File: config.mk
export PLATFORM = sky130hd
export DESIGN_NAME = sector_recovery_seq
export DESIGN_NICKNAME = d
export VERILOG_FILES = /design/src/rtl/srs_pkg.sv /design/src/rtl/srs_cfg_regs.sv /design/src/rtl/srs_read_track.sv /design/src/rtl/srs_ctrl.sv /design/src/rtl/sector_recovery_seq.sv
export SDC_FILE = /design/constraint.sdc
export NUM_CORES = 1
export LEC_CHECK = 0
export BUFFER_PORTS_ARGS = -buffer_cell sky130_fd_sc_hd__buf_2
export CELL_PAD_IN_SITES_DETAIL_PLACEMENT = 0
export CELL_PAD_IN_SITES_GLOBAL_PLACEMENT = 1
export CORE_MARGIN = 2
export CORE_UTILIZATION = 48
export CTS_CLUSTER_DIAMETER = 30
export DETAILED_ROUTE_END_ITERATION = 12
export PLACE_DENSITY_LB_ADDON = 0.1
export SLEW_MARGIN = 5
export SYNTH_ARGS = -nofsm -noshare
export SYNTH_HDL_FRONTEND = slang
export SYNTH_SLANG_ARGS = --single-unit
export TNS_END_PERCENT = 50
File: constraint.sdc
create_clock -name clk -period 8.8 [get_ports clk]
set_clock_uncertainty 0.2 [all_clocks]
set_input_delay 1.76 -clock clk [delete_from_list [all_inputs] [get_ports clk]]
set_output_delay 1.76 -clock clk [all_outputs]
set_load 0.1 [all_outputs]
File: src/rtl/srs_pkg.sv
package srs_pkg;

  typedef enum logic [2:0] {
    ST_IDLE,
    ST_REREAD,
    ST_HARD,
    ST_CORRECT,
    ST_XFER
  } srs_state_e;

  // policy byte bit positions
  localparam int POL_RD_REALLOC = 6;
  localparam int POL_CONT       = 4;
  localparam int POL_EARLY      = 3;
  localparam int POL_NOCORR     = 0;

  // configuration register select codes
  localparam logic [1:0] CFG_POLICY = 2'd0;
  localparam logic [1:0] CFG_RETRY  = 2'd1;
  localparam logic [1:0] CFG_SPAN   = 2'd2;

  localparam int RETRY_RST = 8;
  localparam int SPAN_RST  = 32;

  typedef struct packed {
    logic rd_realloc;
    logic cont;
    logic early;
    logic nocorr;
  } srs_policy_t;

  localparam srs_policy_t POLICY_RST = '{rd_realloc: 1'b1, cont: 1'b0, early: 1'b0, nocorr: 1'b0};

endpackage

File: src/rtl/srs_cfg_regs.sv
module srs_cfg_regs
  import srs_pkg::*;
#(
  parameter int DATA_W = 8
) (
  input  logic              clk,
  input  logic              rst_n,
  input  logic              cfg_we,
  input  logic [1:0]        cfg_addr,
  input  logic [DATA_W-1:0] cfg_wdata,
  output srs_policy_t       policy,
  output logic [DATA_W-1:0] retry_max,
  output logic [DATA_W-1:0] span
);

  srs_policy_t       pol_q, pol_d;
  logic [DATA_W-1:0] retry_q, retry_d;
  logic [DATA_W-1:0] span_q, span_d;

  always_comb begin
    pol_d   = pol_q;
    retry_d = retry_q;
    span_d  = span_q;
    if (cfg_we) begin
      case (cfg_addr)
        CFG_POLICY: begin
          pol_d.rd_realloc = cfg_wdata[POL_RD_REALLOC];
          pol_d.cont       = cfg_wdata[POL_CONT];
          pol_d.early      = cfg_wdata[POL_EARLY];
          pol_d.nocorr     = cfg_wdata[POL_NOCORR];
        end
        CFG_RETRY: retry_d = cfg_wdata;
        CFG_SPAN:  span_d  = cfg_wdata;
        default: ;
      endcase
    end
  end

  always_ff @(posedge clk or negedge rst_n) begin
    if (!rst_n) begin
      pol_q   <= POLICY_RST;
      retry_q <= DATA_W'(RETRY_RST);
      span_q  <= DATA_W'(SPAN_RST);
    end else if (cfg_we) begin
      pol_q   <= pol_d;
      retry_q <= retry_d;
      span_q  <= span_d;
    end
  end

  assign policy    = pol_q;
  assign retry_max = retry_q;
  assign span      = span_q;

endmodule

File: src/rtl/srs_read_track.sv
module srs_read_track #(
  parameter int DATA_W = 8,
  parameter int SYN_W  = 16
) (
  input  logic              clk,
  input  logic              rst_n,
  input  logic              first_evt,
  input  logic              rr_evt,
  input  logic [SYN_W-1:0]  syn_in,
  input  logic              fixable_in,
  input  logic [DATA_W-1:0] nsym_in,
  input  logic [DATA_W-1:0] retry_max,
  input  logic [DATA_W-1:0] span,
  output logic              more,
  output logic              early_hit,
  output logic              fix_now,
  output logic              fix_q
);

  localparam logic [DATA_W-1:0] CNT_TOP = '1;

  logic [DATA_W-1:0] cnt_q, cnt_d, cnt_inc, cnt_after;
  logic [SYN_W-1:0]  syn_q, syn_d;
  logic              vld_q, vld_d;
  logic              fixr_q, fixr_d;
  logic              evt;

  assign evt       = first_evt || rr_evt;
  assign cnt_inc   = (cnt_q == CNT_TOP) ? cnt_q : cnt_q + 1'b1;
  assign cnt_after = first_evt ? '0 : cnt_inc;
  assign more      = cnt_after < retry_max;
  assign fix_now   = fixable_in && (nsym_in <= span);
  assign early_hit = rr_evt && vld_q && (syn_in == syn_q) && (syn_in != '0);
  assign fix_q     = fixr_q;

  always_comb begin
    cnt_d  = cnt_q;
    syn_d  = syn_q;
    vld_d  = vld_q;
    fixr_d = fixr_q;
    if (evt) begin
      cnt_d  = cnt_after;
      syn_d  = syn_in;
      vld_d  = 1'b1;
      fixr_d = fix_now;
    end
  end

  always_ff @(posedge clk or negedge rst_n) begin
    if (!rst_n) begin
      cnt_q  <= '0;
      syn_q  <= '0;
      vld_q  <= 1'b0;
      fixr_q <= 1'b0;
    end else if (evt) begin
      cnt_q  <= cnt_d;
      syn_q  <= syn_d;
      vld_q  <= vld_d;
      fixr_q <= fixr_d;
    end
  end


  retry_bound_chk: assert property (@(posedge clk) disable iff (!rst_n)
    rr_evt |-> (cnt_q < retry_max));

endmodule

File: src/rtl/srs_ctrl.sv
module srs_ctrl
  import srs_pkg::*;
(
  input  logic        clk,
  input  logic        rst_n,
  input  logic        sts_valid,
  input  logic        sts_err,
  input  logic        rrd_done,
  input  logic        cor_done,
  input  logic        xfer_done,
  input  srs_policy_t policy,
  input  logic        more,
  input  logic        early_hit,
  input  logic        fix_now,
  input  logic        fix_q,
  output logic        first_evt,
  output logic        rr_evt,
  output logic        rrd_req,
  output logic        cor_req,
  output logic        xfer_req,
  output logic        xfer_raw,
  output logic        err_post,
  output logic        realloc_req,
  output logic        busy
);

  srs_state_e st_q, st_d;
  logic       raw_q, raw_d;

  assign first_evt = (st_q == ST_IDLE) && sts_valid;
  assign rr_evt    = (st_q == ST_REREAD) && rrd_done;

  always_comb begin
    st_d  = st_q;
    raw_d = raw_q;
    if (first_evt || rr_evt) begin
      if (!sts_err) begin
        st_d  = ST_XFER;
        raw_d = 1'b0;
      end else if (policy.cont) begin
        st_d  = ST_XFER;
        raw_d = 1'b1;
      end else if (policy.early && early_hit && fix_now) begin
        st_d = ST_HARD;
      end else if (more) begin
        st_d = ST_REREAD;
      end else begin
        st_d = ST_HARD;
      end
    end else begin
      case (st_q)
        ST_HARD: begin
          if (policy.nocorr || !fix_q) begin
            st_d  = ST_XFER;
            raw_d = 1'b1;
          end else begin
            st_d = ST_CORRECT;
          end
        end
        ST_CORRECT: if (cor_done) begin
          st_d  = ST_XFER;
          raw_d = 1'b0;
        end
        ST_XFER: if (xfer_done) st_d = ST_IDLE;
        default: ;
      endcase
    end
  end

  always_ff @(posedge clk or negedge rst_n) begin
    if (!rst_n) begin
      st_q  <= ST_IDLE;
      raw_q <= 1'b0;
    end else begin
      st_q  <= st_d;
      raw_q <= raw_d;
    end
  end

  assign rrd_req     = (st_q == ST_REREAD);
  assign cor_req     = (st_q == ST_CORRECT);
  assign xfer_req    = (st_q == ST_XFER);
  assign xfer_raw    = raw_q;
  assign err_post    = (st_q == ST_HARD);
  assign realloc_req = (st_q == ST_HARD) && policy.rd_realloc;
  assign busy        = (st_q != ST_IDLE);


  xfer_hold_chk: assert property (@(posedge clk) disable iff (!rst_n)
    (xfer_req && !xfer_done) |=> xfer_req);


  rrd_hold_chk: assert property (@(posedge clk) disable iff (!rst_n)
    (rrd_req && !rrd_done) |=> rrd_req);


  post_pulse_chk: assert property (@(posedge clk) disable iff (!rst_n)
    err_post |=> (!err_post && (cor_req || xfer_req)));


  clean_xfer_chk: assert property (@(posedge clk) disable iff (!rst_n)
    ((first_evt || rr_evt) && !sts_err) |=> (xfer_req && !xfer_raw));


  cont_skip_chk: assert property (@(posedge clk) disable iff (!rst_n)
    (first_evt && sts_err && policy.cont) |=> (xfer_req && xfer_raw && !err_post));


  nocorr_chk: assert property (@(posedge clk) disable iff (!rst_n)
    (err_post && policy.nocorr) |=> (xfer_req && xfer_raw));


  early_chk: assert property (@(posedge clk) disable iff (!rst_n)
    (rr_evt && sts_err && !policy.cont && policy.early && early_hit && fix_now) |=> err_post);

endmodule

File: src/rtl/sector_recovery_seq.sv
module sector_recovery_seq
  import srs_pkg::*;
#(
  parameter int DATA_W = 8,
  parameter int SYN_W  = 16
) (
  input  logic              clk,
  input  logic              rst_n,
  input  logic              cfg_we,
  input  logic [1:0]        cfg_addr,
  input  logic [DATA_W-1:0] cfg_wdata,
  input  logic              sts_valid,
  input  logic              sts_err,
  input  logic [SYN_W-1:0]  sts_syn,
  input  logic              sts_fixable,
  input  logic [DATA_W-1:0] sts_nsym,
  output logic              rrd_req,
  input  logic              rrd_done,
  output logic              cor_req,
  input  logic              cor_done,
  output logic              xfer_req,
  output logic              xfer_raw,
  input  logic              xfer_done,
  output logic              err_post,
  output logic              realloc_req,
  output logic              busy
);

  srs_policy_t       policy;
  logic [DATA_W-1:0] retry_max, span;
  logic              first_evt, rr_evt, more, early_hit, fix_now, fix_q;

  srs_cfg_regs #(.DATA_W(DATA_W)) u_cfg (
    .clk       (clk),
    .rst_n     (rst_n),
    .cfg_we    (cfg_we),
    .cfg_addr  (cfg_addr),
    .cfg_wdata (cfg_wdata),
    .policy    (policy),
    .retry_max (retry_max),
    .span      (span)
  );

  srs_read_track #(.DATA_W(DATA_W), .SYN_W(SYN_W)) u_track (
    .clk        (clk),
    .rst_n      (rst_n),
    .first_evt  (first_evt),
    .rr_evt     (rr_evt),
    .syn_in     (sts_syn),
    .fixable_in (sts_fixable),
    .nsym_in    (sts_nsym),
    .retry_max  (retry_max),
    .span       (span),
    .more       (more),
    .early_hit  (early_hit),
    .fix_now    (fix_now),
    .fix_q      (fix_q)
  );

  srs_ctrl u_ctrl (
    .clk         (clk),
    .rst_n       (rst_n),
    .sts_valid   (sts_valid),
    .sts_err     (sts_err),
    .rrd_done    (rrd_done),
    .cor_done    (cor_done),
    .xfer_done   (xfer_done),
    .policy      (policy),
    .more        (more),
    .early_hit   (early_hit),
    .fix_now     (fix_now),
    .fix_q       (fix_q),
    .first_evt   (first_evt),
    .rr_evt      (rr_evt),
    .rrd_req     (rrd_req),
    .cor_req     (cor_req),
    .xfer_req    (xfer_req),
    .xfer_raw    (xfer_raw),
    .err_post    (err_post),
    .realloc_req (realloc_req),
    .busy        (busy)
  );

endmodule

==> results of run 1 <==
[power groups by stage]
stage	logic, W	clock network (W)	registers [W]
after global routing	0.000418	0.000149	0.000372
after floorplan	0.000314	0	0.000363
after detailed placement	0.000384	0	0.000367
after global placement	0.000380	0	0.000362
final	0.000380	0.000134	0.000362
after CTS	0.000385	0.000141	0.000362
[per-layer routing]
metal / vias to the layer above / wire (µm) / GRT usage, %
met2: 34 / 2570 / 28.1
met4: 0 / 51 / 5.00
met1: 964 / 2890 / 26.2
met5: - / 0 / 0
met3: 6 / 188 / 3.48
li1: 1048 / - / -
[cells in the final DEF (no fill, tap or decap), types with 2 or more instances in the layout]
master     n
ha_1      16
and4_1     2
and3_1     5
a21oi_1   14
dfrtp_1   47
o31ai_1    2
nor3_2     2
nor4b_2    2
nand2_1   12
buf_2     49
clkbuf_8   5
o21ai_0    3
mux2i_1    2
a311oi_1   2
a21o_1     4
nor2_1     9
inv_2      2
dfstp_2    3
nand3_1    4
inv_1     19
nand3b_1   2
buf_4      2
nand4_1    5
nor3_1     3
and2_1     2
mux2_1    12
a31oi_1    3
xor2_1    15
o22ai_1    2
xnor2_1    6
nor4_1     8
mux2_2    24
[cell families (layout without fill, tap and decap cells)]
family	count (synthesis)	count (layout)	synth area share, %
buffers and inverters	29	80	4.67
AND/OR/NAND/NOR	69	69	15.6
XOR/XNOR	21	21	6.25
AO/OA/AOI/OAI	41	41	9.56
flip-flops	50	50	42.6
multiplexers	38	38	14.4
adder cells (fa/ha/maj)	16	16	6.80
[final cells by class]
| class | count | area (µm²) | area share [%] |
|---|---|---|---|
| inverters | 21 | 78.8 | 2.37 |
| well taps | 75 | 93.8 | 2.82 |
| clock buffers | 6 | 72.6 | 2.18 |
| repair buffers | 51 | 260 | 7.83 |
| flip-flops and latches | 50 | 1250 | 37.7 |
| multi-input cells | 185 | 1550 | 46.7 |
| clock inverters | 2 | 13.8 | 0.414 |
[critical path: stages]
cell     delay, ns
buf_2         0.09
nor4b_2       0.81
nor2_1        0.13
ha_1          0.32
o21a_1        0.10
o21ai_0       0.07
a211o_1       0.29
a31oi_1       0.25
nor4b_2       0.09
o22a_1        0.16
[sequential cells by signal, summed over array words and instances (netlist names)]
name and flops:
u_track.syn_q 16, u_ctrl.st_q 3, u_ctrl.xfer_raw 1, u_track.cnt_q 8, u_cfg.policy 4, u_track.vld_q 1, u_cfg.span 8, u_track.fix_q 1
u_cfg.retry_max 8
[worst min path at each step]
stage	startpoint	to	slack, ns
6_report	u_track.vld_q$_DFFE_PN0P_	u_track.vld_q$_DFFE_PN0P_	0.28
5_1_grt	u_track.syn_q[13]$_DFFE_PN0P_	u_track.syn_q[13]$_DFFE_PN0P_	0.33
4_1_cts	u_track.vld_q$_DFFE_PN0P_	u_track.vld_q$_DFFE_PN0P_	0.28
3_5_place_dp	u_track.vld_q$_DFFE_PN0P_	u_track.vld_q$_DFFE_PN0P_	0.25
3_3_place_gp	u_track.vld_q$_DFFE_PN0P_	u_track.vld_q$_DFFE_PN0P_	0.25
2_1_floorplan	u_track.vld_q$_DFFE_PN0P_	u_track.vld_q$_DFFE_PN0P_	0.23
[metrics by stage]
step / utilization (%) / std cells / total power, W / setup slack (ns) / instance area (µm²)
5_1_grt: 56.2 / 390 / 0.000939 / 4.53 / 3330
3_3_place_gp: 54.7 / 382 / 0.000742 / 4.37 / 3240
6_report: 56.2 / 390 / 0.000876 / 4.72 / 3330
4_1_cts: 56.2 / 390 / 0.000888 / 4.67 / 3330
3_5_place_dp: 54.7 / 382 / 0.000750 / 4.33 / 3240
2_1_floorplan: - / 264 / 0.000677 / 4.04 / 2940
==> flow_summary.yaml, run 1 <==
placed_design:
  gp_routability_congestion: 0.715
  numPortBuffers: 49
  dp_hpwl_um: 4340
hold_path:
  hold_depth: 1
  timing.hold.worst.class: "flop to flop"
flow_run:
  max_cap_viol_count: 0
logic_synthesis:
  async_flop_share_pct: 100
  number_of_synthesis_warnings: 0
  synth_common_cells: "dfrtp_1 (47), mux2_2 (24), inv_1 (19)"
  postSynthCellCount: 264
  number_of_synthesized_flops_with_an_enable_pin: 0
  seq_area_frac_synth_pct: 42.6
  mappedNetlistArea_um2: 2940
  synth_area_per_cell_um2: 11.2
  post-synth-top-area-cell: "dfrtp_1"
  synth_top_flop_cell: "dfrtp_1"
  synth_seq_cells: 50
  post-synth-top-area-fraction_pct: 39.9
  synth.distinct_cells: 58
  synth_top_cells_by_area: "dfrtp_1 (40%), mux2_2 (9.2%), ha_1 (6.8%)"
  synth_nets: 323
  yosys.cell_count.top_type: "dfrtp_1"
drt:
  totalWireLength_um: 5700
  via_count: 2052
  drt_iter0_drc: 42
  ant_nets: 0
  route.detailed.drc: 0
  routedWlPerCell_um: 14.6
  post_detailed_route_via_to_cell_ratio: 5.26
  dr.pass1.iters: 4
clock_tree:
  holdBufCountCts: 0
  clock_sinks: 50
  postCtsResizedCells: 0
  tritoncts: "done"
  clock_path_buffers: 2
  clkLatencyLatePin_ns: 0.31
  cts_made_buffers: 5
  post-cts-setup-buffers: 0
  ctsHtreeMaxLevel: 2
  cts_root_buffer: "clkbuf_8"
  cts.clk_slew.worst_paths_ns: 0.10
setup_path:
  critPathCaptureType: "flop"
  critical_r2r_capture: "u_ctrl.st_q[0]$_DFFE_PN0P_"
  worst-r2r-cell-count: 9
  cp.required_ns: 8.81
  worstSetupStartpoint: "sts_valid"
  timing.reg2reg.setup_slack_ns: 5.65
  crit_fanout: 12
  critPathKind: "input port to flop"
  cp-start-kind: "input port"
  critPathCapture: "u_ctrl.st_q[0]$_DFFE_PN0P_"
  worstPathArrival_ns: 4.09
  timing.rr.start: "u_ctrl.st_q[1]$_DFFE_PN0P_"
pwr:
  ir_worst_vdd_mv: 0.274
  power_switching_w: 0.000365
  internal-power_w: 0.000511
  combinationalPowerShare_pct: 43.4
  sequentialPowerShare_pct: 41.3
  pwr_density_cell_nw_per_um2: 263
  power.static_leakage_nw: 1.58
  clkPwrFrac_pct: 15.3
  power_switching_share_pct: 41.7
final_layout:
  antenna_cells: 0
  design.final.nets: 373
  fillerInstances: 549
  final_layout_size_suffix_gt1_share_pct: 32.4
  area.growth.synth_to_final_pct: 13.0
grt:
  globalRouteOverflowTotal: 0
  grt_pass1_wl_um: 9430
  maximum_number_of_pins_on_one_net_before_global_route_repair: 51
  grt_util_all_layers_pct: 18.2
  first_global_vias: 2000
  grt_antenna_before_repair: 0
sta:
  setup_viol_count_final: 0
  finalHoldViolations: 0
  timing.fmax_mhz: 245
  worst-slew-pin-transition_ns: 1.01
  rsz0062_at_grt: "no"
  period_share_pct: 46.4
  setup_tns_ns: 0
  max_slew_violations: 0
  final.min_clock_period_ns: 4.08
  whs_ns: 0.277
  slew-limit-headroom_pct: 32.2
floorplan:
  fp.dieH_um: 82.3
  die_w_um: 82.3
  core-area_um2: 5920
  num_io_pins: 50
  initial_core_util_pct: 49.7
  placement_rows: 28
  die_area_um2: 6780
status:
  outcome: "finished, final reports clean"
(Power assumes the default switching activity.)
==> run 2: changes to the inputs <==
--- a/config.mk
+++ b/config.mk
@@ -9,7 +9,7 @@
 export CELL_PAD_IN_SITES_DETAIL_PLACEMENT = 0
 export CELL_PAD_IN_SITES_GLOBAL_PLACEMENT = 1
 export CORE_MARGIN = 2
-export CORE_UTILIZATION = 48
+export CORE_UTILIZATION = 44
 export CTS_CLUSTER_DIAMETER = 30
 export DETAILED_ROUTE_END_ITERATION = 12
 export PLACE_DENSITY_LB_ADDON = 0.1
==> constraint.sdc (replaced) <==
create_clock -name clk -period 4.1 [get_ports clk]
set_clock_uncertainty 0.2 [all_clocks]
set_input_delay 0.82 -clock clk [delete_from_list [all_inputs] [get_ports clk]]
set_output_delay 0.82 -clock clk [all_outputs]
set_load 0.1 [all_outputs]
==> run 2 against run 1 <==
- critical endpoint unchanged
- via count grew 2.5%
- core utilization shrank 4.0 points
- routed wire length shrank 0.32%
- largest cell class unchanged
- the run now ends with DRC left
==> flow_summary.yaml, run 2 (synthesis results as in run 1) <==
pwr:
  power.static_leakage_nw: 1.59
  ir_worst_vdd_mv: 0.259
  pwr_density_cell_nw_per_um2: 568
setup_path:
  cp_slowest_stage_delay_ns: 0.43
  critPathCaptureType: "flop"
  cp-start-kind: "flop"
  crit_fanout: 7
  worstPathArrival_ns: 2.96
  cpMostUsedCell: "ha_1"
  critPathKind: "flop to flop"
  cp_top_family: "compound AO/OA/AOI/OAI gates"
  worst-path-buf-inv: 0
  cp.required_ns: 4.10
  worst_path_max_delay_cell: "dfrtp_1"
  cells_along_the_critical_path: "ha_1, and3_1, nand2_2, mux2i_1, nor2_1, ha_1, o21a_1, o21ai_0, a211o_1, a31oi_1, nor4b_2, o22a_1"
sta:
  worst-slew-pin-transition_ns: 0.793
  rsz0062_at_grt: "no"
  finalHoldViolations: 0
  setup_tns_ns: 0
  whs_ns: 0.271
  max_slew_violations: 0
  period_share_pct: 72.3
  final.min_clock_period_ns: 2.96
  setup_viol_count_final: 0
  timing.fmax_mhz: 337
  slew-limit-headroom_pct: 47.1
final_layout:
  layout.cells.most_common: "buf_2"
  antenna_cells: 0
  post_layout_nonfiller_instances: 393
  design.final.nets: 374
  top_reg_by_flops: "u_track.syn_q"
  final_layout_size_suffix_gt1_share_pct: 32.9
  design_area_um2: 3350
  area.growth.synth_to_final_pct: 13.7
  largest_register_ffs: 16
  final_cell_mix: "buf_2 (49), dfrtp_1 (47), mux2_2 (24)"
grt:
  globalRouteOverflowTotal: 0
  grt_antenna_before_repair: 0
  global_route.usage.met1_pct: 25.4
  first_global_vias: 2091
  grt_util_all_layers_pct: 17.0
  grt_pass1_wl_um: 9960
  met2_routing_resource_usage_after_global_routing_pct: 26.0
  global_route.peak_usage_layer: "met2"
  maximum_number_of_pins_on_one_net_before_global_route_repair: 36
  use_met3_pct: 2.69
clock_tree:
  clock_path_buffers: 2
  clock_sinks: 50
  cts.clk_slew.worst_paths_ns: 0.10
  post-cts-setup-buffers: 0
  holdBufCountCts: 0
  postCtsResizedCells: 0
  tritoncts: "done"
  clkLatencyLatePin_ns: 0.30
  cts_made_buffers: 5
  ctsHtreeMaxLevel: 2
  cts_root_buffer: "clkbuf_8"
drt:
  route.detailed.drc: 1
  routedWlPerCell_um: 14.5
  totalWireLength_um: 5680
  drt_iter0_drc: 78
  ant_nets: 0
  post_detailed_route_via_to_cell_ratio: 5.35
  dr.pass1.iters: 8
  via_count: 2103
status:
  outcome: "finished, violations left"
  violations: "DRC"
floorplan:
  initial_core_util_pct: 45.8
  die_w_um: 85.8
  placement_rows: 29
  fp.dieH_um: 85.8
  core-area_um2: 6420
  num_io_pins: 50
  die_area_um2: 7360
placed_design:
  place_inst: 385
  dp_hpwl_um: 4400
  dpl_cell_area_um2: 3250
  gp_routability_congestion: 0.728
  numPortBuffers: 49
flow_run:
  max_cap_viol_count: 0
hold_path:
  timing.hold.worst.class: "flop to flop"
[run 2: final timing paths]
path,from,end,slack (ns),cells after the start
max,u_track.cnt_q[0]$_DFFE_PN0P_,u_ctrl.st_q[0]$_DFFE_PN0P_,1.14,12
max reg2reg,u_track.cnt_q[0]$_DFFE_PN0P_,u_ctrl.st_q[0]$_DFFE_PN0P_,1.14,12
min in group asynchronous,rst_n,u_track.cnt_q[3]$_DFFE_PN0P_,0.39,1
min,u_track.vld_q$_DFFE_PN0P_,u_track.vld_q$_DFFE_PN0P_,0.27,1
min reg2reg,u_track.vld_q$_DFFE_PN0P_,u_track.vld_q$_DFFE_PN0P_,0.27,1
max in group asynchronous,rst_n,u_cfg.retry_max[3]$_DFFE_PN1P_,2.52,2
[run 2: final cells by class]
cell class	instances	area [µm²]
clock buffer	6	82.6
clock inverter	2	16.3
fill	615	3070
inverter	21	78.8
multi-input combinational	185	1550
sequential	50	1250
tap	77	96.3
timing repair buffer	52	268
[run 2: stage by stage]
| step | setup slack, ns | utilization (%) | power (W) |
|---|---|---|---|
| 2_1_floorplan | 0.284 | - | 0.00145 |
| 3_3_place_gp | 1.17 | 50.6 | 0.00160 |
| 3_5_place_dp | 1.10 | 50.6 | 0.00161 |
| 4_1_cts | 1.13 | 52.1 | 0.00193 |
| 5_1_grt | 0.881 | 52.1 | 0.00206 |
| 6_report | 1.14 | 52.1 | 0.00190 |
[run 2: power by group]
group	internal, W	switching [W]
clock	0.000139	0.000173
sequential	0.000650	0.000120
combinational	0.000327	0.000494
total	0.00112	0.000787
[run 2: layer usage]
metal  part of all wire, %  up-vias
li1                      -     1053
met1                    52      998
met2                    44       47
met3                   3.1        5
met4                  0.86        0
met5                     0        -
[run 2: worst register-to-register path, cell delays in order (launching register included)]
cell and delay [ns]:
dfrtp_1 0.43, ha_1 0.23, and3_1 0.31, nand2_2 0.15
mux2i_1 0.22, nor2_1 0.07, ha_1 0.27, o21a_1 0.10
o21ai_0 0.07, a211o_1 0.30, a31oi_1 0.25, nor4b_2 0.09
o22a_1 0.16
